==> src/rtl/phyctl_pkg.sv <==
package phyctl_pkg;

    localparam int DATA_W      = 32;
    localparam int HALF_W      = DATA_W / 2;
    localparam int ADDR_W      = 8;
    localparam int NUM_CTRL    = 7;
    localparam int IDX_W       = $clog2(NUM_CTRL);
    localparam int WORD_AW     = ADDR_W - 2;
    localparam logic [ADDR_W-1:0] STAT_OFFSET = 8'h20;

    // status bit positions
    localparam int CAL_DONE_BIT = 6;
    localparam int DLL_RDY_BIT  = 5;

    // control word that carries the power / delay-line bits
    localparam int PWR_WORD    = 6;
    localparam int PWR_BIT     = 0;
    localparam int DLL_EN_BIT  = 1;

    typedef enum logic [1:0] {
        SEL_NONE = 2'd0,
        SEL_CTRL = 2'd1,
        SEL_STAT = 2'd2
    } sel_kind_e;

    typedef struct packed {
        sel_kind_e        kind;
        logic [IDX_W-1:0] idx;
    } sel_t;

    // per-bit merge: upper half of the write word enables the lower half
    function automatic logic [HALF_W-1:0] merge_masked(
        input logic [HALF_W-1:0] cur,
        input logic [DATA_W-1:0] wr
    );
        logic [HALF_W-1:0] en;
        logic [HALF_W-1:0] val;
        en  = wr[DATA_W-1:HALF_W];
        val = wr[HALF_W-1:0];
        return (cur & ~en) | (val & en);
    endfunction

endpackage

==> src/rtl/phyctl_decode.sv <==
module phyctl_decode
    import phyctl_pkg::*;
(
    input  logic [ADDR_W-1:0] addr,
    output sel_t              sel
);
    localparam logic [WORD_AW-1:0] CTRL_LIMIT = WORD_AW'(NUM_CTRL);

    logic [WORD_AW-1:0] word;
    logic               aligned;

    assign word    = addr[ADDR_W-1:2];
    assign aligned = (addr[1:0] == 2'b00);

    always_comb begin
        sel.kind = SEL_NONE;
        sel.idx  = '0;
        if (aligned && (word < CTRL_LIMIT)) begin
            sel.kind = SEL_CTRL;
            sel.idx  = word[IDX_W-1:0];
        end else if (addr == STAT_OFFSET) begin
            sel.kind = SEL_STAT;
        end
    end
endmodule

==> src/rtl/phyctl_mreg.sv <==
module phyctl_mreg
    import phyctl_pkg::*;
(
    input  logic              clk,
    input  logic              rst,
    input  logic              we,
    input  logic [DATA_W-1:0] wdata,
    output logic [HALF_W-1:0] q
);
    always_ff @(posedge clk) begin
        if (rst) begin
            q <= '0;
        end else if (we) begin
            q <= merge_masked(q, wdata);
        end
    end
endmodule

==> src/rtl/phyctl_rdmux.sv <==
module phyctl_rdmux
    import phyctl_pkg::*;
(
    input  sel_t                       sel,
    input  logic [NUM_CTRL*HALF_W-1:0] ctrl_flat,
    input  logic                       cal_done,
    input  logic                       dll_ready,
    output logic [DATA_W-1:0]          rd_next
);
    logic [DATA_W-1:0] stat_word;

    always_comb begin
        stat_word               = '0;
        stat_word[CAL_DONE_BIT] = cal_done;
        stat_word[DLL_RDY_BIT]  = dll_ready;
    end

    always_comb begin
        unique case (sel.kind)
            SEL_CTRL: rd_next = {{HALF_W{1'b0}}, ctrl_flat[sel.idx*HALF_W +: HALF_W]};
            SEL_STAT: rd_next = stat_word;
            default:  rd_next = '0;
        endcase
    end
endmodule

==> src/rtl/phyctl_regbank.sv <==
module phyctl_regbank
    import phyctl_pkg::*;
(
    input  logic                       clk,
    input  logic                       rst,
    input  logic [ADDR_W-1:0]          addr,
    input  logic [DATA_W-1:0]          wdata,
    input  logic                       wr_en,
    input  logic                       rd_en,
    output logic [DATA_W-1:0]          rdata,
    output logic [NUM_CTRL*HALF_W-1:0] ctrl_bits,
    output logic                       phy_pwr_on,
    output logic                       dll_en,
    input  logic                       cal_done,
    input  logic                       dll_ready
);
    sel_t              sel;
    logic [DATA_W-1:0] rd_next;

    phyctl_decode u_decode (
        .addr (addr),
        .sel  (sel)
    );

    for (genvar k = 0; k < NUM_CTRL; k++) begin : g_word
        logic we_k;
        assign we_k = wr_en && (sel.kind == SEL_CTRL) && (sel.idx == IDX_W'(k));

        phyctl_mreg u_reg (
            .clk   (clk),
            .rst   (rst),
            .we    (we_k),
            .wdata (wdata),
            .q     (ctrl_bits[k*HALF_W +: HALF_W])
        );
    end

    assign phy_pwr_on = ctrl_bits[PWR_WORD*HALF_W + PWR_BIT];
    assign dll_en     = ctrl_bits[PWR_WORD*HALF_W + DLL_EN_BIT];

    phyctl_rdmux u_rdmux (
        .sel       (sel),
        .ctrl_flat (ctrl_bits),
        .cal_done  (cal_done),
        .dll_ready (dll_ready),
        .rd_next   (rd_next)
    );

    always_ff @(posedge clk) begin
        if (rst) begin
            rdata <= '0;
        end else if (rd_en) begin
            rdata <= rd_next;
        end
    end
endmodule

==> config.mk <==
export PLATFORM = sky130hd
export DESIGN_NAME = phyctl_regbank
export DESIGN_NICKNAME = d
export VERILOG_FILES = /design/src/rtl/phyctl_pkg.sv /design/src/rtl/phyctl_decode.sv /design/src/rtl/phyctl_mreg.sv /design/src/rtl/phyctl_rdmux.sv /design/src/rtl/phyctl_regbank.sv
export SDC_FILE = /design/constraint.sdc
export NUM_CORES = 1
export LEC_CHECK = 0
export CAP_MARGIN = 10
export CELL_PAD_IN_SITES_DETAIL_PLACEMENT = 0
export CELL_PAD_IN_SITES_GLOBAL_PLACEMENT = 1
export CORE_ASPECT_RATIO = 0.5
export CORE_MARGIN = 1.5
export CORE_UTILIZATION = 44
export DETAILED_ROUTE_END_ITERATION = 8
export DONT_BUFFER_PORTS = 1
export PLACE_DENSITY_LB_ADDON = 0.1
export SYNTH_ARGS = -nofsm -noshare
export SYNTH_HDL_FRONTEND = slang
export SYNTH_HIERARCHICAL = 1
export SYNTH_SLANG_ARGS = --single-unit
==> constraint.sdc <==
create_clock -name clk -period 2.9 [get_ports clk]
set_input_delay 0.435 -clock clk [delete_from_list [all_inputs] [get_ports clk]]
set_output_delay 0.435 -clock clk [all_outputs]
set_load 0.005 [all_outputs]
; ---- Yosys cells after proc, flatten, opt, wreduce, memory -nomap -nowiden
; Index checks and enable logic that the tools add are counted.
; Widths: inputs -> output; s select.
[op_classes]
shift = 1
bitwise = 16
eq_ne = 9
n_lt_le_gt_ge = 1
n_reduce_logical = 11
muxes = 4
[op_table]
columns = op, n
row1 = $and 16x16->16, 8
row2 = $or 16x16->16, 7
row3 = $shiftx 112x8->16, 1
row4 = $pmux 16 s2, 1
row5 = $not 16->16, 1
row6 = $eq 3x3->1 const B, 3
row7 = $logic_and 1x1->1, 9
row8 = $eq 8x6->1 const B, 1
row9 = $eq 3x2->1 const B, 2
row10 = $lt 6x3->1 const B, 1
row11 = $mux 2, 2
row12 = $eq 3x1->1 const B, 1
row13 = $logic_not 3->1, 1
row14 = $mux 3, 1
row15 = $eq 2x1->1 const B, 1
row16 = $eq 2x2->1 const B, 1
row17 = $logic_not 2->1, 1
[word_totals]
in_bits = 46
regBits = 144
output_inout_bits = 146
elab_cells = 50

; ---- Depth between registers and ports, before layout
; Gate-level depths: netlist (run 1).
[depth]
ltp_word = 6
mapped_depth = 10

; ---- Hierarchy
; The synthesis (run 1) kept the hierarchy.
[by_module_without_submodules]
columns = module, area_each_um2, instances, cells_per_inst
row1 = phyctl_mreg (g_word[0].u_reg ...), 716.9, 6, 69
row2 = phyctl_regbank, 1226.2, 1, 118
row3 = phyctl_rdmux, 1171.1, 1, 122
row4 = phyctl_mreg (g_word[6].u_reg), 710.7, 1, 69
row5 = phyctl_decode, 83.8, 1, 10

; ---- Worst setup path after synthesis (run 1)
; OpenSTA, ideal clock, no wires.
[synth_path]
path_type = in2reg
from = input port addr[7]
to = register with a tool-made name
required_time_ns = 2.783
path_stages = 7
path_slack_ns = -0.033
t_arrival_ns = 2.816
cell_sequence = or4_4 a2111oi_1 nand2_1 nor3_1 buf_6 a21bo_1 a21oi_2
[synth_lines]
columns = item, line_no
row1 = from (decl), phyctl_regbank.sv:6  ; input logic [ADDR_W-1:0] addr,

==> results of run 1 <==
-- critical path, cell delays in order --
cell and delay [ps]:
or4_4 590, a2111oi_4 350, buf_12 220, buf_4 210
nand3b_1 190, nor3_2 360, buf_12 220, a21bo_1 150
a21oi_2 50
-- area by class of cell --
| type | instances | area (um^2) |
|---|---|---|
| Inverter | 8 | 30.0 |
| Tap cell | 227 | 284 |
| Timing Repair Buffer | 40 | 450 |
| Clock buffer | 20 | 447 |
| Sequential cell | 144 | 2880 |
| Fill cell | 1545 | 8200 |
| Multi-Input combinational cell | 523 | 4090 |
| Clock inverter | 12 | 136 |
-- kinds of logic (layout without fill, tap and decap cells) --
| kind of cell | Yosys count | count (layout) |
|---|---|---|
| other | 1 | 16 |
| AO/OA/AOI/OAI | 260 | 260 |
| adder cells (fa/ha/maj) | 2 | 2 |
| flip-flops | 144 | 144 |
| multiplexers | 64 | 64 |
| buffers and inverters | 81 | 80 |
| AND/OR/NAND/NOR | 181 | 181 |
-- power by group --
group	total, mW	switching (mW)	internal, mW
combinational	0.0572	0.0245	0.0327
sequential	2.00	0.0103	1.99
clock	2.18	0.882	1.29
-- per-stage QoR --
step                      utilization  total power, mW  cell area (um^2)  TNS, ps  std cells
after floorplan                     -             2.16              7550        0        748
after global placement          0.468             2.10              7740        0        942
after detailed placement        0.468             2.10              7740    -4.76        942
after CTS                       0.504             4.28              8320        0        974
after global routing            0.504             4.38              8320        0        974
final                           0.504             4.24              8320        0        974
-- per-layer routing --
layer | global-route usage | vias to the layer above | share of wire
li1 | - | 2683 | -
met1 | 0.345 | 2761 | 0.48
met2 | 0.340 | 212 | 0.40
met3 | 0.102 | 18 | 0.11
met4 | 0.0713 | 0 | 0.012
met5 | 0 | - | 0
-- how the worst max path moves through the flow --
stage / to / from / cells past startpoint / slack [ps]
after floorplan: rdata[14] / addr[7] / 9 / 30
after global placement: flop / addr[7] / 9 / 40
after detailed placement: flop / addr[7] / 9 / -5
after CTS: flop / addr[7] / 9 / 430
after global routing: flop / addr[7] / 9 / 310
final: flop / addr[7] / 9 / 400
-- layout by cell type, fill, tap and decap left out, drive strengths merged, types with 6 or more instances in the layout --
master | Yosys | layout
dfxtp | 144 | 144
nand3 | 113 | 113
a21bo | 112 | 112
a21oi | 112 | 112
nor2 | 53 | 53
buf | 61 | 40
mux2i | 32 | 32
clkbuf | 12 | 20
mux2 | 16 | 16
conb | 1 | 16
mux4 | 16 | 16
a22oi | 14 | 14
a211oi | 14 | 14
inv | 8 | 9
clkinv | 0 | 6
==> reports/qor.yml, run 1 <==
floorplanning:
  die_h_um: 95.3
  io_pins: 192
  die-width_um: 188
  dieArea_mm2: 0.0179
  core_mm2: 0.0165
  row_count: 33
  initial_utilization: 0.454
synth:
  synth-simple-area-share: 0.116
  synth_mux_area_frac: 0.118
  synthCells: 733
  ys_seq_elements: 144
  ys.flop_type: "dfxtp_1"
  synth.most_common_cell: "dfxtp_1"
  yosysTopAreaCell: "dfxtp_1"
  synth_top_cells_by_count: "144 x dfxtp_1, 113 x nand3_1, 98 x a21bo_1"
  synth-compound-area-share: 0.292
  synthXorXnorAreaFrac: 0
  synth_warnings: 6
  synth_top_area_frac: 0.385
  synth_top_family_by_area: "compound AO/OA/AOI/OAI gates"
  ys_types: 39
  synth_area_mm2: 0.00749
  async_reset_ff_frac: 0
  synth-edff-count: 0
  synth_fa_ha_area_frac: 0.00334
  yosys-top-cells-area: "dfxtp_1 38%, a21bo_1 13%, nand3_1 7.5%"
  syn_avg_cell_area_um2: 10.2
  seq_area_frac_synth: 0.385
setup_path:
  r2r_end: "rdata[1]"
  path_class: "in2reg"
  rr_worst_depth: 6
  r2r_slack_ps: 1350
  critPathRequiredTime_ps: 3200
  endpoint_kind: "flop"
  crit_arrival_ps: 2810
  startpoint_type: "input pin"
  path_max_fanout: 24
placed_design:
  gp_congestion: 0.769
  dp_slack_ps: -4.76
  dp_hpwl_um: 14700
  port_buffers: 0
grt:
  antenna_found_initial: 0
  grt_pass1_vias: 5350
  overflow: 0
  grt_pass1_wl_um: 33000
  grt_max_degree: 145
  track_usage: 0.245
sta:
  fmax_mhz: 399
  rsz0062_at_grt: "no"
  skew_ps: 8.59
  hold_viol: 0
  post-route-period-util: 0.864
  whs_ps: 93.1
  min_period_ps: 2500
  fin_ws_ps: 395
  finalSetupViolCount: 0
  slew_violations: 0
clock_network:
  h-tree-depth: 4
  path_clk_slew_ps: 60
  postCtsHoldBufs: 0
  clk_path_buf_depth: 2
  cts_num_sinks: 144
  worstSkewPairLatency_ps: 420
  postCtsSetupBuffers: 0
  post_cts_resized: 0
  cts_buffers: 17
  cts_tree: "yes"
  cts_root_buf: "clkbuf_16"
drt:
  via_per_inst: 5.83
  drc_errors: 0
  dr.pass1.iters: 5
  ant_nets: 0
  drtIter0Drc: 383
  routed_wl_um: 21900
  route.vias.total: 5674
  drt-wirelength-per-cell_um: 22.5
power:
  leakagePower_nw: 2.86
  power.density_mw_per_mm2: 509
  ir_drop_mv: 0.376
finish:
  area_growth_pct: 11.0
  layout.nets: 782
  antenna_cells: 0
  drive_above_1_share: 0.241
job:
  cap_violations: 0
min_path:
  hp-class: "in2reg"
  whs_endpoint: "rdata[12]"
  hp-start: "rst"
  hold_depth: 1
status:
  run_status: "complete, no violations"
Note: power is estimated with default switching activity, not from simulation.
==> run 2: changes to the inputs <==
CORE_MARGIN = default   (was 1.5)
==> run 2 against run 1 <==
  * Core utilization shrank 0.55 points
  * Critical path depth unchanged
  * Flip-flop and latch count is the same
  * Worst setup slack improved by 76 ps
  * Via count is 0.86% higher
  * Sequential power is essentially flat
  * Combinational power about the same
  * First-iteration DRC count grew 11%
  * Clock power is essentially flat
  * Critical path type unchanged
  * Highest routed layer unchanged
==> reports/qor.yml, run 2 (synthesis gave the netlist of run 1 again) <==
clock_network:
  postCtsSetupBuffers: 0
  postCtsHoldBufs: 0
  post_cts_resized: 0
  h-tree-depth: 4
  cts_buffers: 17
  cts_tree: "yes"
  path_clk_slew_ps: 60
  clk_path_buf_depth: 2
  cts_num_sinks: 144
  cts_root_buf: "clkbuf_16"
  worstSkewPairLatency_ps: 420
drt:
  route.vias.total: 5723
  wl_met1_um: 10900
  routed_wl_um: 22200
  routed.top_layer: "met4"
  ant_nets: 0
  drt-wirelength-per-cell_um: 23.0
  wl_met3_um: 2190
  drtIter0Drc: 427
  dr_wl_met2_um: 8980
  dr.pass1.iters: 5
  via_per_inst: 5.93
  drc_errors: 0
setup_path:
  r2r_slack_ps: 1430
  crit_cells: 9
  critPathCapture: "rdata[5]"
  crit_chain: "or4_4, a2111oi_4, buf_4, buf_12, mux4_1, nor2_1, o31ai_1, mux2i_1, nor2_1"
  endpoint_kind: "flop"
  critPathRequiredTime_ps: 3200
  crit_arrival_ps: 2730
  cp_slowest_cell: "or4_4"
  max_stage_delay_ps: 590
  r2r_end: "rdata[9]"
  cp_common_cell: "nor2_1"
  cp-startpoint: "addr[7]"
  cpLargestDelayFamily: "simple AND/OR/NAND/NOR gates"
  path_class: "in2reg"
  rr_worst_depth: 6
  startpoint_type: "input pin"
  path_max_fanout: 8
  crit_buf_inv: 2
finish:
  multi_input_comb_area_mm2: 0.00409
  layout.nets: 773
  drive_above_1_share: 0.232
  fin_area_mm2: 0.00823
  antenna_cells: 0
  fillers: 1541
  final_util: 0.498
  seqCellArea_mm2: 0.00288
  layout_commonest_cell: "dfxtp_1"
  instances_no_fill: 965
  mostFrequentLayoutCells: "144 x dfxtp_1, 113 x nand3_1, 98 x a21bo_1, 57 x a21oi_1, 55 x a21oi_2"
  area_growth_pct: 9.82
sta:
  rsz0062_at_grt: "no"
  min_period_ps: 2430
  skew_ps: 11.3
  post-route-period-util: 0.838
  slew_violations: 0
  fmax_mhz: 412
  tns_ps: 0
  fin_ws_ps: 471
  hold_viol: 0
  finalSetupViolCount: 0
power:
  combPwrFrac: 0.014
  leakagePower_nw: 2.81
  swShare: 0.220
  seq_power_share: 0.474
  netSwitchingPower_mw: 0.927
  power.density_mw_per_mm2: 513
  power_frac_clock: 0.512
  ir_drop_mv: 0.392
  p_int_mw: 3.29
floorplanning:
  core_mm2: 0.0165
  io_pins: 192
  initial_utilization: 0.454
  dieArea_mm2: 0.0176
  row_count: 33
  die_h_um: 94.3
  die-width_um: 187
grt:
  grt_pass1_wl_um: 33000
  grt_pass1_vias: 5092
  antenna_found_initial: 0
  track_usage: 0.252
  grt_max_degree: 145
  overflow: 0
min_path:
  hold_depth: 1
  hp-class: "in2reg"
placed_design:
  gp_congestion: 0.805
  dp.cells: 933
  dp_slack_ps: 67.9
  dp_hpwl_um: 14900
  post_dp_cell_area_mm2: 0.00766
  port_buffers: 0
status:
  run_status: "complete, no violations"
job:
  cap_violations: 0
run 2: cell types whose count changed in the layout (fill, tap and decap cells not counted), sizes merged:
cell and delta:
buf -9, clkbuf -1, clkinv +1, clkinvlp -1, inv +1
run 2: how the worst min path moves through the flow:
| stage | startpoint | slack [ps] | to |
|---|---|---|---|
| after floorplan | rdata[0] | 480 | rdata[0] |
| after global placement | rdata[30] | 500 | rdata[30] |
| after detailed placement | rdata[27] | 510 | rdata[27] |
| after CTS | rst | 80 | rdata[27] |
| after global routing | rst | 60 | rdata[26] |
| final | rst | 90 | rdata[27] |
run 2: through the flow:
step	hold slack, ps	total power, mW
2_1_floorplan	485	2.16
3_3_place_gp	498	2.10
3_5_place_dp	510	2.10
4_1_cts	77.3	4.27
5_1_grt	57.5	4.37
6_report	85.8	4.22
run 2: power groups by stage:
stage | Sequential, mW | Combinational [mW] | Clock (mW)
final | 2.00 | 0.0574 | 2.16
after global routing | 2.00 | 0.0637 | 2.30
after CTS | 2.00 | 0.0575 | 2.21
after detailed placement | 2.05 | 0.0574 | 0
after global placement | 2.05 | 0.0557 | 0
after floorplan | 2.04 | 0.113 | 0
run 2: worst register-to-register path: cells and delay by family, from the launching register on:
family          cells  cell delay [ps]
buf+inv             1              130
compound gates      1               60
flops               1              350
simple gates        2              160
mux                 2              660
run 2: routing by layer:
metal | GRT usage | vias up
met5 | 0 | -
met4 | 0.0499 | 0
met3 | 0.100 | 10
met2 | 0.350 | 193
met1 | 0.360 | 2847
li1 | - | 2673
run 2: cell type report:
cell class                      count  area share
Sequential cell                   144       0.350
Clock inverter                     13      0.0169
Clock buffer                       19      0.0526
Inverter                            8     0.00365
Timing Repair Buffer               31      0.0450
Tap cell                          227      0.0345
Multi-Input combinational cell    523       0.497
==> run 3: changes to the inputs <==
CORE_UTILIZATION = 49   (was 44)
clock period = 2.4 ns   (was 2.9 ns; I/O delays follow)
==> run 3 against run 2 <==
  * Cell area rose by 3.9%
  * Power grew 26%
  * Worst setup slack worse by 420 ps
  * Non-clock buffer count grew 26
  * First-iteration DRC count fell by 5.2%
  * Sequential power up 21%
  * Flip-flop and latch count stayed put
  * Largest power group unchanged
==> reports/qor.yml, run 3 (synthesis gave the netlist of run 1 again) <==
status:
  run_status: "complete, no violations"
grt:
  grt_pass1_wl_um: 32400
  grt_max_degree: 111
  track_usage: 0.279
  antenna_found_initial: 0
  grt_pass1_vias: 5279
  overflow: 0
drt:
  routed_wl_um: 21900
  drtIter0Drc: 405
  drt-wirelength-per-cell_um: 22.8
  drc_errors: 0
  dr.pass1.iters: 5
  route.vias.total: 5820
  via_per_inst: 6.06
  ant_nets: 0
finish:
  drive_above_1_share: 0.266
  area_growth_pct: 14.1
  final_util: 0.582
  mostFrequentLayoutCells: "144 x dfxtp_1, 113 x nand3_1, 98 x a21bo_1, 57 x a21oi_1, 55 x a21oi_2"
  antenna_cells: 0
  fin_area_mm2: 0.00855
  instances_no_fill: 960
  layout_commonest_cell: "dfxtp_1"
  layout.nets: 799
floorplanning:
  dieArea_mm2: 0.0158
  io_pins: 192
  row_count: 31
  core_mm2: 0.0147
  die_h_um: 89.4
  die-width_um: 177
  initial_utilization: 0.510
placed_design:
  dp_slack_ps: -406
  gp_congestion: 0.794
  post_dp_cell_area_mm2: 0.00789
  dp.cells: 928
  dp_hpwl_um: 14700
  port_buffers: 0
power:
  netSwitchingPower_mw: 1.10
  swShare: 0.206
  ir_drop_mv: 0.474
  seq_power_share: 0.454
  power_frac_clock: 0.529
  p_int_mw: 4.23
  power.density_mw_per_mm2: 624
  combPwrFrac: 0.017
  design_power_total_mw: 5.33
  leakagePower_nw: 2.99
setup_path:
  critPathRequiredTime_ps: 2710
  cp_common_cell: "buf_4"
  path_max_fanout: 14
  critPathCapture: "rdata[7]"
  r2r_end: "rdata[7]"
  crit_arrival_ps: 2660
  startpoint_type: "input pin"
  path_class: "in2reg"
  rr_worst_depth: 6
  r2r_slack_ps: 820
  endpoint_kind: "flop"
  crit_chain: "or4_4, buf_4, a2111oi_4, buf_12, mux2_2, a22oi_1, a211oi_2, buf_4, mux2i_1, nor2_1"
  cp_slowest_cell: "or4_4"
  cp-startpoint: "addr[0]"
  max_stage_delay_ps: 560
sta:
  post-route-period-util: 0.979
  hold_viol: 0
  slew_violations: 0
  min_period_ps: 2350
  fmax_mhz: 426
  whs_ps: 45.6
  skew_ps: 9.90
  tns_ps: 0
  finalSetupViolCount: 0
  fin_ws_ps: 50.2
clock_network:
  path_clk_slew_ps: 60
  h-tree-depth: 4
  cts_root_buf: "clkbuf_16"
  cts_tree: "yes"
  clk_path_buf_depth: 2
  postCtsSetupBuffers: 0
  worstSkewPairLatency_ps: 430
  cts_buffers: 17
  cts_num_sinks: 144
min_path:
  hp-class: "in2reg"
job:
  cap_violations: 0
-- run 3: cell types whose count changed in the layout (fill, tap and decap cells not counted), moves of 3 or more --
cell	before	now
buf_4	20	41
mux2_2	16	10
mux2_4	0	6
buf_12	11	14
-- run 3: worst max-delay path: cells and delay by family --
family,cells,cell delay (ps)
simple gates,2,610
compound gates,3,650
buf+inv,3,550
mux,2,490
-- run 3: cell type report --
| cell class | count | area (um^2) |
|---|---|---|
| inverters | 8 | 30.0 |
| repair buffers | 57 | 609 |
| flip-flops and latches | 144 | 2880 |
| multi-input cells | 523 | 4170 |
| clock buffers | 19 | 453 |
| clock inverters | 11 | 164 |
| well taps | 198 | 248 |
| fillers | 1305 | 6150 |
-- run 3: how the worst min path moves through the flow --
stage / start / end / depth (start not counted)
floorplan: rst / rdata[15] / 1
global placement: rst / rdata[30] / 1
detailed placement: rst / flop / 1
CTS: rst / flop / 1
global route: rst / flop / 1
finish: rst / flop / 1
-- run 3: what timing repair did --
item	CTS	global route
setup endpoints to repair	0	10
hold endpoints to repair	30	0
hold buffers	2	0
gates resized for setup	0	4
-- run 3: per-layer routing --
layer	wire length (um)	share of wire	up-vias	GRT usage
met2	9060	0.41	196	0.387
met4	183	0.0084	0	0.0745
met1	10600	0.48	2906	0.397
met5	0	0	-	0
met3	2060	0.094	17	0.110
li1	-	-	2701	-
-- run 3: power groups by stage --
stage	clock network, mW	logic [mW]	registers [mW]
final	2.82	0.0901	2.42
after global routing	2.98	0.0969	2.42
after CTS	2.87	0.0902	2.42
after detailed placement	0	0.0748	2.47
after global placement	0	0.0732	2.47
after floorplan	0	0.139	2.47
